**config.mk**
```make
export PLATFORM = sky130hd
export DESIGN_NAME = gdfs_fault_sup
export DESIGN_NICKNAME = d
export VERILOG_FILES = /design/src/rtl/gdfs_pkg.sv /design/src/rtl/gdfs_sync.sv /design/src/rtl/gdfs_en_filter.sv /design/src/rtl/gdfs_phase_ctl.sv /design/src/rtl/gdfs_fault_sup.sv
export SDC_FILE = /design/constraint.sdc
export NUM_CORES = 1
export LEC_CHECK = 0
export CORE_MARGIN = 8
export CORE_UTILIZATION = 65
export DETAILED_ROUTE_END_ITERATION = 10
export DONT_BUFFER_PORTS = 1
export PLACE_DENSITY = 0.92
export REMOVE_ABC_BUFFERS = 1
export SLEW_MARGIN = 20
export SYNTH_ARGS = -nofsm -noshare
export SYNTH_HDL_FRONTEND = slang
export SYNTH_SLANG_ARGS = --single-unit
export TNS_END_PERCENT = 50
```
**constraint.sdc**
```tcl
create_clock -name clk -period 4.2 [get_ports clk]
set_input_delay 0.21 -clock clk [delete_from_list [all_inputs] [get_ports clk]]
set_output_delay 0.21 -clock clk [all_outputs]
set_load 0.01 [all_outputs]
```
**src/rtl/gdfs_pkg.sv**
```systemverilog
package gdfs_pkg;

    // overcurrent policy selected by the two-bit mode input
    typedef enum logic [1:0] {
        OCM_LIMIT   = 2'b00,
        OCM_LATCH   = 2'b01,
        OCM_REPORT  = 2'b10,
        OCM_REPORT2 = 2'b11
    } oc_mode_e;

    // supply rail index for undervoltage flags
    localparam int RAIL_POWER = 0;
    localparam int RAIL_LOGIC = 1;
    localparam int RAIL_GATE  = 2;
    localparam int NUM_RAILS  = 3;

endpackage

```
**src/rtl/gdfs_sync.sv**
```systemverilog
module gdfs_sync #(
    parameter int WIDTH = 8
) (
    input  logic             clk,
    input  logic             rst_n,
    input  logic [WIDTH-1:0] din,
    output logic [WIDTH-1:0] dout
);

    logic [WIDTH-1:0] meta_q, meta_d;
    logic [WIDTH-1:0] stab_q, stab_d;

    always_comb begin
        meta_d = din;
        stab_d = meta_q;
    end

    always_ff @(posedge clk or negedge rst_n) begin
        if (!rst_n) begin
            meta_q <= '0;
            stab_q <= '0;
        end else begin
            meta_q <= meta_d;
            stab_q <= stab_d;
        end
    end

    assign dout = stab_q;

endmodule

```
**src/rtl/gdfs_en_filter.sv**
```systemverilog
module gdfs_en_filter #(
    parameter int LOW_MIN = 16
) (
    input  logic clk,
    input  logic rst_n,
    input  logic en_s,
    output logic long_low
);

    localparam int CW = $clog2(LOW_MIN + 1);
    localparam logic [CW-1:0] CNT_TOP = CW'(LOW_MIN);

    logic [CW-1:0] cnt_q, cnt_d;

    always_comb begin
        if (en_s)
            cnt_d = '0;
        else if (cnt_q != CNT_TOP)
            cnt_d = cnt_q + 1'b1;
        else
            cnt_d = cnt_q;
        // true on every low cycle after LOW_MIN earlier low cycles
        long_low = !en_s && (cnt_q == CNT_TOP);
    end

    always_ff @(posedge clk or negedge rst_n) begin
        if (!rst_n) cnt_q <= '0;
        else        cnt_q <= cnt_d;
    end

endmodule

```
**src/rtl/gdfs_phase_ctl.sv**
```systemverilog
module gdfs_phase_ctl
    import gdfs_pkg::*;
(
    input  logic       clk,
    input  logic       rst_n,
    input  logic [1:0] mode,
    input  logic       oc_h,
    input  logic       oc_l,
    input  logic       pwm_h,
    input  logic       pwm_l,
    input  logic       soft_reset,
    input  logic       long_low,
    input  logic       drive_ok,
    output logic       lat_d,
    output logic       lat_q,
    output logic       gate_h,
    output logic       gate_l
);

    // index 0 high side, index 1 low side
    typedef struct packed {
        logic       lat;
        logic [1:0] cl_off;
        logic [1:0] pwm_prev;
        logic [1:0] gate;
    } ph_st_t;

    localparam ph_st_t PH_RST = '{lat: 1'b0, cl_off: 2'b00, pwm_prev: 2'b00, gate: 2'b00};

    ph_st_t   q, d;
    oc_mode_e m;
    logic     is_limit, is_latch;
    logic [1:0] oc_v, pwm_v;

    assign m        = oc_mode_e'(mode);
    assign is_limit = (m == OCM_LIMIT);
    assign is_latch = (m == OCM_LATCH);
    assign oc_v     = {oc_l, oc_h};
    assign pwm_v    = {pwm_l, pwm_h};

    always_comb begin
        d = q;
        d.lat = (is_latch && (oc_h || oc_l)) ||
                (q.lat && !(soft_reset || long_low));
        for (int s = 0; s < 2; s++) begin
            d.cl_off[s]   = is_limit &&
                            (oc_v[s] || (q.cl_off[s] && !(pwm_v[s] && !q.pwm_prev[s])));
            d.pwm_prev[s] = pwm_v[s];
            d.gate[s]     = drive_ok && !d.lat && !d.cl_off[s] && pwm_v[s];
        end
    end

    always_ff @(posedge clk or negedge rst_n) begin
        if (!rst_n) q <= PH_RST;
        else        q <= d;
    end

    assign lat_d  = d.lat;
    assign lat_q  = q.lat;
    assign gate_h = q.gate[0];
    assign gate_l = q.gate[1];

endmodule

```
**src/rtl/gdfs_fault_sup.sv**
```systemverilog
module gdfs_fault_sup
    import gdfs_pkg::*;
#(
    parameter int NPH     = 3,
    parameter int LOW_MIN = 16
) (
    input  logic           clk,
    input  logic           rst_n,
    input  logic [2:0]     uv_rail,
    input  logic           ov_gate,
    input  logic           ot_warn,
    input  logic           ot_shut,
    input  logic           ot_cool,
    input  logic [NPH-1:0] oc_hs,
    input  logic [NPH-1:0] oc_ls,
    input  logic           gate_en,
    input  logic           soft_reset,
    input  logic [1:0]     oc_mode,
    input  logic [NPH-1:0] pwm_hs,
    input  logic [NPH-1:0] pwm_ls,
    output logic [NPH-1:0] gate_hs,
    output logic [NPH-1:0] gate_ls,
    output logic           cp_en,
    output logic           status_clr,
    output logic           fault_n,
    output logic           warn_n
);

    localparam int SW = NUM_RAILS + 5 + 2 * NPH;

    typedef struct packed {
        logic ov_lat;
        logic ot_lat;
        logic dv_prev;
        logic status_clr;
        logic cp_en;
        logic fault_n;
        logic warn_n;
    } top_st_t;

    localparam top_st_t TOP_RST = '{ov_lat: 1'b0, ot_lat: 1'b0, dv_prev: 1'b0,
                                     status_clr: 1'b0, cp_en: 1'b0,
                                     fault_n: 1'b0, warn_n: 1'b1};

    logic [SW-1:0]  raw_v, syn_v;
    logic [2:0]     uv_s;
    logic           ov_s, otw_s, ots_s, otc_s, en_s;
    logic [NPH-1:0] oc_hs_s, oc_ls_s;
    logic           long_low;
    logic           drive_ok;
    logic [NPH-1:0] oc_lat_d, oc_lat_q;
    logic           ov_lat_q, ot_lat_q;
    top_st_t        q, d;

    assign raw_v = {uv_rail, ov_gate, ot_warn, ot_shut, ot_cool, gate_en, oc_hs, oc_ls};

    gdfs_sync #(.WIDTH(SW)) u_sync (
        .clk  (clk),
        .rst_n(rst_n),
        .din  (raw_v),
        .dout (syn_v)
    );

    assign {uv_s, ov_s, otw_s, ots_s, otc_s, en_s, oc_hs_s, oc_ls_s} = syn_v;

    gdfs_en_filter #(.LOW_MIN(LOW_MIN)) u_filt (
        .clk     (clk),
        .rst_n   (rst_n),
        .en_s    (en_s),
        .long_low(long_low)
    );

    always_comb begin
        d = q;
        d.ov_lat     = ov_s || (q.ov_lat && !long_low);
        d.ot_lat     = ots_s || (q.ot_lat && !(long_low && otc_s));
        d.dv_prev    = uv_s[RAIL_LOGIC];
        d.status_clr = q.dv_prev && !uv_s[RAIL_LOGIC];
        drive_ok     = en_s && !(|uv_s) && !d.ov_lat && !d.ot_lat;
        d.cp_en      = en_s && !d.ov_lat && !d.ot_lat;
        d.fault_n    = drive_ok && !(|oc_lat_d);
        d.warn_n     = !(otw_s || ots_s || d.ot_lat ||
                         (|oc_hs_s) || (|oc_ls_s) || (|oc_lat_d));
    end

    always_ff @(posedge clk or negedge rst_n) begin
        if (!rst_n) q <= TOP_RST;
        else        q <= d;
    end

    for (genvar p = 0; p < NPH; p++) begin : g_phase
        gdfs_phase_ctl u_ph (
            .clk       (clk),
            .rst_n     (rst_n),
            .mode      (oc_mode),
            .oc_h      (oc_hs_s[p]),
            .oc_l      (oc_ls_s[p]),
            .pwm_h     (pwm_hs[p]),
            .pwm_l     (pwm_ls[p]),
            .soft_reset(soft_reset),
            .long_low  (long_low),
            .drive_ok  (drive_ok),
            .lat_d     (oc_lat_d[p]),
            .lat_q     (oc_lat_q[p]),
            .gate_h    (gate_hs[p]),
            .gate_l    (gate_ls[p])
        );
    end

    assign ov_lat_q   = q.ov_lat;
    assign ot_lat_q   = q.ot_lat;
    assign cp_en      = q.cp_en;
    assign status_clr = q.status_clr;
    assign fault_n    = q.fault_n;
    assign warn_n     = q.warn_n;

endmodule

```
==> results of run 1 <==
==> cell families (layout without fill, tap and decap cells) <==
| logic type | Yosys count | after routing | share of synthesized area [%] |
|---|---|---|---|
| fa+ha+maj | 2 | 2 | 1.24 |
| flops | 61 | 61 | 75.5 |
| compound gates | 12 | 12 | 5.13 |
| buf+inv | 12 | 40 | 3.59 |
| xor+xnor | 4 | 4 | 1.73 |
| simple gates | 42 | 42 | 12.3 |
| mux | 1 | 1 | 0.495 |
==> layer usage <==
metal / track usage [%] / up-vias / wire length, um
li1: - / 501 / -
met1: 17.3 / 561 / 1430
met2: 25.8 / 41 / 1990
met3: 7.11 / 10 / 223
met4: 9.52 / 0 / 93
met5: 0 / - / 0
==> final timing paths <==
kind,slack [ps],end,cells after the start
worst max-delay path,2220,warn_n,7
worst max register to register,2220,warn_n,7
max in group asynchronous,3550,warn_n,2
worst min-delay path,70,g_phase[1].u_ph.lat_q,2
min in group asynchronous,320,u_sync.meta_q[10],2
worst min register to register,350,u_sync.dout[5],0
==> flip-flops by register name (all words and copies together), names as in the netlist <==
| register | flops |
|---|---|
| g_phase.u_ph.gate_l | 3 |
| g_phase.u_ph.lat_q | 3 |
| warn_n | 1 |
| u_sync.dout | 14 |
| ov_lat_q | 1 |
| u_sync.meta_q | 14 |
| status_clr | 1 |
| q | 1 |
| g_phase.u_ph.gate_h | 3 |
| fault_n | 1 |
| ot_lat_q | 1 |
| cp_en | 1 |
| u_filt.cnt_q | 5 |
| g_phase.u_ph.q | 12 |
==> through the flow <==
step           std cells  hold slack, ps
2_1_floorplan        125           -85.6
3_3_place_gp         159           -84.2
3_5_place_dp         159           -84.2
4_1_cts              195            36.9
5_1_grt              195            47.4
6_report             195            66.0
==> synth_stat cells <==
library cell	count	area share, %
ha_1	2	1.2
nand2b_1	6	1.9
nand2_1	1	0.19
o2bb2ai_2	3	2.2
or2_2	1	0.31
xnor2_1	2	0.87
buf_4	7	2.6
dfstp_2	1	1.3
nor4b_1	7	3.0
nand3_1	2	0.49
nand4b_1	2	0.87
dfrtp_1	60	74
nor2_1	15	2.8
xor2_1	2	0.87
nor3b_1	1	0.37
nor4_1	3	0.93
inv_1	2	0.37
mux2i_1	1	0.49
nor4bb_1	1	0.49
nor3_1	1	0.25
clkinv_2	1	0.25
or2b_2	1	0.43
nor2b_1	1	0.31
clkbuf_1	2	0.37
a21oi_4	1	0.80
a21o_1	1	0.37
a21oi_1	7	1.7
==> cell type report <==
type,count,area (um2),share of cell area (%)
clock buffers,13,123,5.16
clock inverters,1,5.00,0.211
inverters,3,12.5,0.526
multi-input cells,61,423,17.8
flip-flops and latches,61,1530,64.3
well taps,33,41.3,1.74
repair buffers,23,245,10.3
==> power by group <==
part | internal, W | total [W] | switching [W]
Sequential | 0.000612 | 0.000625 | 0.0000132
Clock | 0.000180 | 0.000366 | 0.000186
Combinational | 0.0000288 | 0.0000594 | 0.0000306
==> layout by cell type, fill, tap and decap left out, types with 2 or more instances in the layout <==
cell type and instances:
dfrtp_1 60, dlygate4sd3_1 21, nor2_1 15, clkbuf_4 9
a21oi_1 7, nor4b_1 7, nand2b_1 6, clkbuf_8 4
o2bb2ai_2 3, nor4_1 3, inv_1 2, clkinv_2 2
nand4b_1 2, nand3_1 2, xor2_1 2, xnor2_1 2
ha_1 2
==> what timing repair did <==
item,4_1_cts,5_1_grt
hold buffers,22,0
hold endpoints to repair,87,0
setup buffers,0,0
endpoints found under the setup margin,0,0
==> impl_metrics.py, run 1 <==
metrics = {
    "setup_path": {
        "cpMaxStageDelayCell": "nor4b_1",
        "max_stage_delay_ps": 440,
        "r2r-start": "u_filt.cnt_q[0]",
        "crit_path_max_fanout": 6,
        "endpoint_kind": "register",
        "cp_top_family": "simple AND/OR/NAND/NOR gates",
        "startpoint": "u_filt.cnt_q[0]",
        "worstPathArrival_ps": 2220,
        "path_class": "register to register",
        "required_ps": 4440,
        "crit_chain": "inv_1 -> ha_1 -> nor4bb_1 -> buf_4 -> a21oi_4 -> o2bb2ai_2 -> nor4b_1",
        "startpoint_type": "register",
        "critical_path.n_buffers_inverters": 2,
    },
    "power_and_ir_drop": {
        "p_total_w": 0.00105,
        "ir_drop_uv": 322,
        "p_leak_nw": 1.05,
        "p_per_area_nw_per_um2": 442,
    },
    "grt": {
        "antenna_found_initial": 0,
        "grt_max_degree": 62,
        "grt_pass1_vias": 1255,
        "grt_overflow": 0,
        "grt_pass1_wl_um": 6110,
        "grt_use_total_pct": 16.1,
    },
    "worst_hold_path": {
        "min-delay-start": "soft_reset",
        "hold_path_class": "input pin to register",
    },
    "sta": {
        "slew_viol_final": 0,
        "relSlewSlack_pct": 72.0,
        "rsz0062_at_grt": "false",
        "setup_viol": 0,
        "fin_crit_ps": 1980,
        "fin_ws_ps": 2220,
        "setup_tns_ps": 0,
        "skew_ps": 11.1,
        "fmax_mhz": 505,
        "worst_pin_slew_ps": 413,
        "timing.final.crit_share_pct": 47.2,
        "hold_viol": 0,
    },
    "cts": {
        "postCtsResizedCells": 0,
        "cts.sinks": 61,
        "cts_tree": "built",
        "numCtsBuffers": 9,
        "clk_latency_ps": 370,
        "cts_max_path_buffers": 2,
        "ctsRootBufferMaster": "clkbuf_4",
        "h-tree-depth": 3,
        "clk_pin_slew_ps": 90,
    },
    "place": {
        "pre_cts_ws_ps": 2340,
        "place.gp.congestion": 0.818,
        "dpl_cell_area_um2": 2010,
        "portBuffers": 0,
        "place_hpwl_um": 2380,
    },
    "route": {
        "totalWireLength_um": 3740,
        "wl_per_cell_um": 19.2,
        "first_pass_iters": 4,
        "ant_nets": 0,
        "drtIter0Drc": 69,
        "avgViaCountPerCell": 5.71,
        "drcViolationCount": 0,
        "num_vias": 1113,
    },
    "layout": {
        "diodes": 0,
        "drive_gt1_share_pct": 14.8,
        "final_core_util_pct": 79.2,
        "n_fill_cell": 144,
        "finalInstanceArea_um2": 2380,
        "syn2layout_area_growth_pct": 17.5,
        "layout.nets": 186,
    },
    "run_status": {
        "status": "completed",
    },
    "logic_synthesis": {
        "synth_cell_types": 27,
        "synth_seq_cells": 61,
        "ys_warn_count": 0,
        "syn-instance-count": 134,
        "seq_area_frac_synth_pct": 75.5,
        "avgSynthCellArea_um2": 15.1,
        "syn_area_um2": 2020,
    },
    "die": {
        "start_util_pct": 67.4,
        "top_level_ports": 35,
        "num_rows": 20,
        "die_w_um": 71.8,
        "die_height_um": 71.8,
        "die_area_um2": 5150,
        "core_um2": 3000,
    },
    "flow_run": {
        "drv_cap": 0,
    },
}
Note: power is estimated with default switching activity, not from simulation.
==> run 2: changes to the inputs <==
CORE_UTILIZATION = 54   (was 65)
PLACE_DENSITY = 0.83   (was 0.92)
clock period = 1.73 ns   (was 4.2 ns; I/O delays follow)
==> impl_metrics.py, run 2 (synthesized netlist as in run 1, its figures left out) <==
metrics = {
    "layout": {
        "final_cell_mix": "dfrtp_1 (60), dlygate4sd3_1 (22), nor2_1 (15), clkbuf_8 (11)",
        "layout.nets": 193,
        "syn2layout_area_growth_pct": 34.3,
        "final_common_cell": "dfrtp_1",
        "finalInstanceArea_um2": 2720,
        "stdcell_count": 219,
        "drive_gt1_share_pct": 26.3,
        "diodes": 0,
    },
    "setup_path": {
        "worstPathArrival_ps": 2000,
        "cpMaxStageDelayCell": "dfrtp_1",
        "required_ps": 1960,
        "crit_chain": "inv_2 -> ha_4 -> nor4bb_4 -> buf_4 -> buf_4 -> a21oi_1 -> nor2_1 -> nor4b_4",
        "crit_top_cell": "buf_4",
        "startpoint_type": "register",
        "critical_path.n_buffers_inverters": 3,
        "cp_top_family": "simple AND/OR/NAND/NOR gates",
        "r2r-start": "u_filt.cnt_q[0]",
        "path_class": "register to register",
        "max_stage_delay_ps": 400,
        "r2r_slack_ps": -40,
        "startpoint": "u_filt.cnt_q[0]",
        "endpoint_kind": "register",
        "crit_path_max_fanout": 4,
    },
    "sta": {
        "relSlewSlack_pct": 78.1,
        "setup_tns_ps": -75.7,
        "hold_ws_ps": 35.9,
        "setup_viol": 2,
        "timing.final.crit_share_pct": 103,
        "fin_ws_ps": -43.5,
        "slew_viol_final": 0,
        "hold_viol": 0,
        "fmax_mhz": 564,
        "fin_crit_ps": 1770,
        "worst_pin_slew_ps": 329,
        "skew_ps": 8.74,
    },
    "grt": {
        "grt_max_degree": 62,
        "grt_pass1_wl_um": 6180,
        "grt_pass1_vias": 1217,
        "grt_overflow": 0,
        "grt_use_total_pct": 13.6,
        "antenna_found_initial": 0,
    },
    "power_and_ir_drop": {
        "switching_share_pct": 20.0,
        "internal_power_w": 0.00262,
        "p_per_area_nw_per_um2": 1200,
        "power.switching_w": 0.000654,
        "p_total_w": 0.00327,
        "ir_drop_uv": 878,
        "p_leak_nw": 1.16,
        "combinationalPowerShare_pct": 5.7,
        "seqPwrFrac_pct": 46.5,
        "p_clk_share_pct": 47.8,
    },
    "cts": {
        "clk_pin_slew_ps": 70,
        "cts.sinks": 61,
        "ctsRootBufferMaster": "clkbuf_8",
        "cts_max_path_buffers": 2,
        "clk_latency_ps": 330,
        "cts_tree": "built",
        "h-tree-depth": 3,
        "numCtsBuffers": 9,
    },
    "run_status": {
        "status": "finished, violations left",
        "violations": "negative setup slack",
    },
    "worst_hold_path": {
        "min-delay-start": "pwm_hs[0]",
        "hold_path_class": "input pin to register",
    },
    "place": {
        "dp_cells": 176,
        "dpl_cell_area_um2": 2050,
        "place.gp.congestion": 0.829,
        "portBuffers": 0,
        "place_hpwl_um": 2300,
    },
    "route": {
        "avgViaCountPerCell": 5.17,
        "wl_per_cell_um": 18.8,
        "totalWireLength_um": 4120,
        "drcViolationCount": 0,
        "first_pass_iters": 4,
        "drtIter0Drc": 60,
        "num_vias": 1133,
        "ant_nets": 0,
    },
    "die": {
        "num_rows": 22,
        "die_w_um": 77.2,
        "core_um2": 3630,
        "top_level_ports": 35,
        "die_height_um": 77.2,
        "start_util_pct": 55.7,
        "die_area_um2": 5960,
    },
    "flow_run": {
        "drv_cap": 0,
    },
}
==> run 2: layout make-up <==
type	count	area [um2]
Timing Repair Buffer	30	300
Fill cell	224	917
Sequential cell	61	1530
Inverter	3	12.5
Tap cell	48	60.1
Multi-Input combinational cell	61	558
Clock buffer	11	151
Clock inverter	5	106
==> run 2: worst min-delay path, delay by kind of cell <==
family             cells  cell delay [ps]
and+or+nand+nor        2              170
AOI/OAI and AO/OA      1               60
==> run 2: per-layer routing <==
| layer | up-vias | share of wire [%] | wire (um) | track usage, % |
|---|---|---|---|---|
| met5 | - | 0 | 0 | 0 |
| met4 | 0 | 2.0 | 81 | 9.25 |
| met3 | 6 | 4.3 | 179 | 4.43 |
| met2 | 32 | 56 | 2310 | 22.4 |
| met1 | 587 | 38 | 1550 | 14.6 |
| li1 | 508 | - | - | - |
==> run 2: final timing paths <==
kind | end | cells past startpoint
setup / recovery | warn_n | 8
max in group asynchronous | warn_n | 2
min in group asynchronous | u_sync.meta_q[12] | 2
hold / removal | g_phase[0].u_ph.q[4] | 3
setup reg to reg | warn_n | 8
hold reg to reg | u_sync.dout[4] | 0
==> run 2: power by group through the flow <==
stage	Clock (W)	Combinational (W)	Sequential, W
2_1_floorplan	0	0.0000562	0.00153
3_3_place_gp	0	0.0000676	0.00154
3_5_place_dp	0	0.0000722	0.00154
4_1_cts	0.00160	0.000155	0.00152
5_1_grt	0.00166	0.000205	0.00153
6_report	0.00156	0.000187	0.00152
==> run 2: metrics by stage <==
step	util [%]	worst slack [ps]
after detailed placement	56.3	-133
after global placement	56.3	-89.0
final	74.8	-43.5
after global routing	74.8	-98.9
after floorplan	-	-401
after CTS	71.3	18.9
==> run 2: what timing repair did <==
item	in CTS	in global routing
pin swaps	1	8
buffers inserted	0	5
hold endpoints to repair	90	0
endpoints found under the setup margin	9	8
gates resized for setup	6	14
hold buffers	23	0
==> run 3: changes to the inputs <==
CELL_PAD_IN_SITES_DETAIL_PLACEMENT = 1   (was not set)
CELL_PAD_IN_SITES_GLOBAL_PLACEMENT = 1   (was not set)
CORE_UTILIZATION = 45   (was 54)
==> impl_metrics.py, run 3 (synthesized netlist as in run 1, its figures left out) <==
metrics = {
    "power_and_ir_drop": {
        "p_leak_nw": 1.12,
        "ir_drop_uv": 595,
        "p_per_area_nw_per_um2": 1110,
    },
    "place": {
        "pre_cts_ws_ps": -150,
        "place.gp.congestion": 0.746,
        "portBuffers": 0,
        "dpl_cell_area_um2": 2050,
        "place_hpwl_um": 2770,
    },
    "cts": {
        "cts_tree": "built",
        "clk_pin_slew_ps": 60,
        "ctsRootBufferMaster": "clkbuf_8",
        "cts_max_path_buffers": 2,
        "numCtsBuffers": 9,
        "h-tree-depth": 3,
        "clk_latency_ps": 320,
        "cts.sinks": 61,
    },
    "route": {
        "drtIter0Drc": 38,
        "wl_per_cell_um": 19.6,
        "wl_met2_um": 2370,
        "dr.max_layer_used": "met4",
        "ant_nets": 0,
        "drcViolationCount": 0,
        "totalWireLength_um": 4260,
        "num_vias": 1111,
        "avgViaCountPerCell": 5.10,
        "wl_met3_um": 149,
        "first_pass_iters": 4,
        "wl_met1_um": 1690,
    },
    "setup_path": {
        "r2r_cells": 7,
        "r2r-start": "u_filt.cnt_q[0]",
        "path_class": "register to register",
        "r2r_slack_ps": 50,
        "r2r-end": "warn_n",
        "crit_path_max_fanout": 5,
        "startpoint_type": "register",
        "startpoint": "u_filt.cnt_q[0]",
        "max_stage_delay_ps": 400,
        "required_ps": 1950,
        "worstPathArrival_ps": 1900,
        "cpMaxStageDelayCell": "dfrtp_1",
        "critical_path.n_buffers_inverters": 2,
        "endpoint_kind": "register",
        "crit_chain": "inv_2 -> ha_1 -> nor4bb_4 -> buf_4 -> a21oi_4 -> o2bb2ai_2 -> nor4b_2",
        "cp_top_family": "simple AND/OR/NAND/NOR gates",
    },
    "layout": {
        "syn2layout_area_growth_pct": 28.8,
        "final_cell_mix": "dfrtp_1 (60), dlygate4sd3_1 (22), nor2_1 (15), clkbuf_8 (11), a21oi_1 (7)",
        "diodes": 0,
        "layout.nets": 191,
        "final_core_util_pct": 59.8,
        "drive_gt1_share_pct": 22.9,
        "finalInstanceArea_um2": 2610,
        "n_fill_cell": 388,
        "final_common_cell": "dfrtp_1",
    },
    "die": {
        "die_area_um2": 6900,
        "die_height_um": 83.1,
        "core_um2": 4350,
        "start_util_pct": 46.5,
        "top_level_ports": 35,
        "die_w_um": 83.1,
        "num_rows": 24,
    },
    "grt": {
        "antenna_found_initial": 0,
        "grt_overflow": 0,
        "grt_pass1_wl_um": 6710,
        "grt_use_total_pct": 12.8,
        "grt_max_degree": 62,
        "grt_pass1_vias": 1304,
    },
    "sta": {
        "fin_ws_ps": 51.1,
        "skew_ps": 5.42,
        "timing.final.crit_share_pct": 97.0,
        "relSlewSlack_pct": 76.1,
        "worst_pin_slew_ps": 357,
        "fmax_mhz": 596,
        "slew_viol_final": 0,
        "setup_viol": 0,
        "fin_crit_ps": 1680,
        "hold_viol": 0,
    },
    "worst_hold_path": {
        "whs_path_depth": 3,
        "hold_path_class": "input pin to register",
        "min-delay-start": "pwm_ls[2]",
        "whs_endpoint": "g_phase[2].u_ph.q[5]",
    },
    "run_status": {
        "status": "completed",
    },
    "flow_run": {
        "drv_cap": 0,
    },
}
-- run 3: how the worst max path moves through the flow --
stage | end | slack [ps] | cells past startpoint
floorplan | warn_n | -400 | 6
global placement | warn_n | -30 | 7
detailed placement | g_phase[0].u_ph.gate_l | -150 | 7
CTS | g_phase[0].u_ph.gate_l | 0.6 | 7
global route | fault_n | -60 | 7
finish | warn_n | 50 | 7
-- run 3: worst min-delay path, stage by stage --
cell      delay, ps
nand2b_1         40
a21oi_1         130
nor2_1           70
-- run 3: report_power, final --
part	internal, W	leakage [nW]	total, W	switching [W]
clock network	0.000717	0.0971	0.00119	0.000472
logic	0.0000847	0.276	0.000175	0.0000908
registers	0.00149	0.746	0.00152	0.0000329
total	0.00229	1.12	0.00289	0.000595
-- run 3: stage by stage --
step           hold WS (ps)  std cells  TNS [ps]  power, W
6_report               48.7        218         0   0.00289
5_1_grt                44.5        218      -147   0.00302
4_1_cts                17.4        216         0   0.00291
3_5_place_dp           -208        180      -780   0.00162
3_3_place_gp           -208        180     -45.8   0.00161
2_1_floorplan          -209        125     -4190   0.00159
-- run 3: area by class of cell --
cell class | instances | area, um2 | area share (%)
inverter | 3 | 12.5 | 0.480
clock inverter | 2 | 35.0 | 1.34
timing repair buffer | 28 | 285 | 11.0
tap | 52 | 65.1 | 2.50
clock buffer | 11 | 151 | 5.81
sequential | 61 | 1530 | 58.6
multi-input combinational | 61 | 528 | 20.3
-- run 3: routing by layer --
metal  up-vias  track usage, %
li1        500               -
met3         2            4.49
met1       584            12.8
met4         0            8.15
met2        25            22.0
met5         -               0
-- run 3: timing repair --
action,CTS,global route
endpoints found under the setup margin,9,9
hold endpoints to repair,88,0
buffers inserted,0,2
gates resized for setup,7,8
hold buffers,23,0
pin swaps,0,5
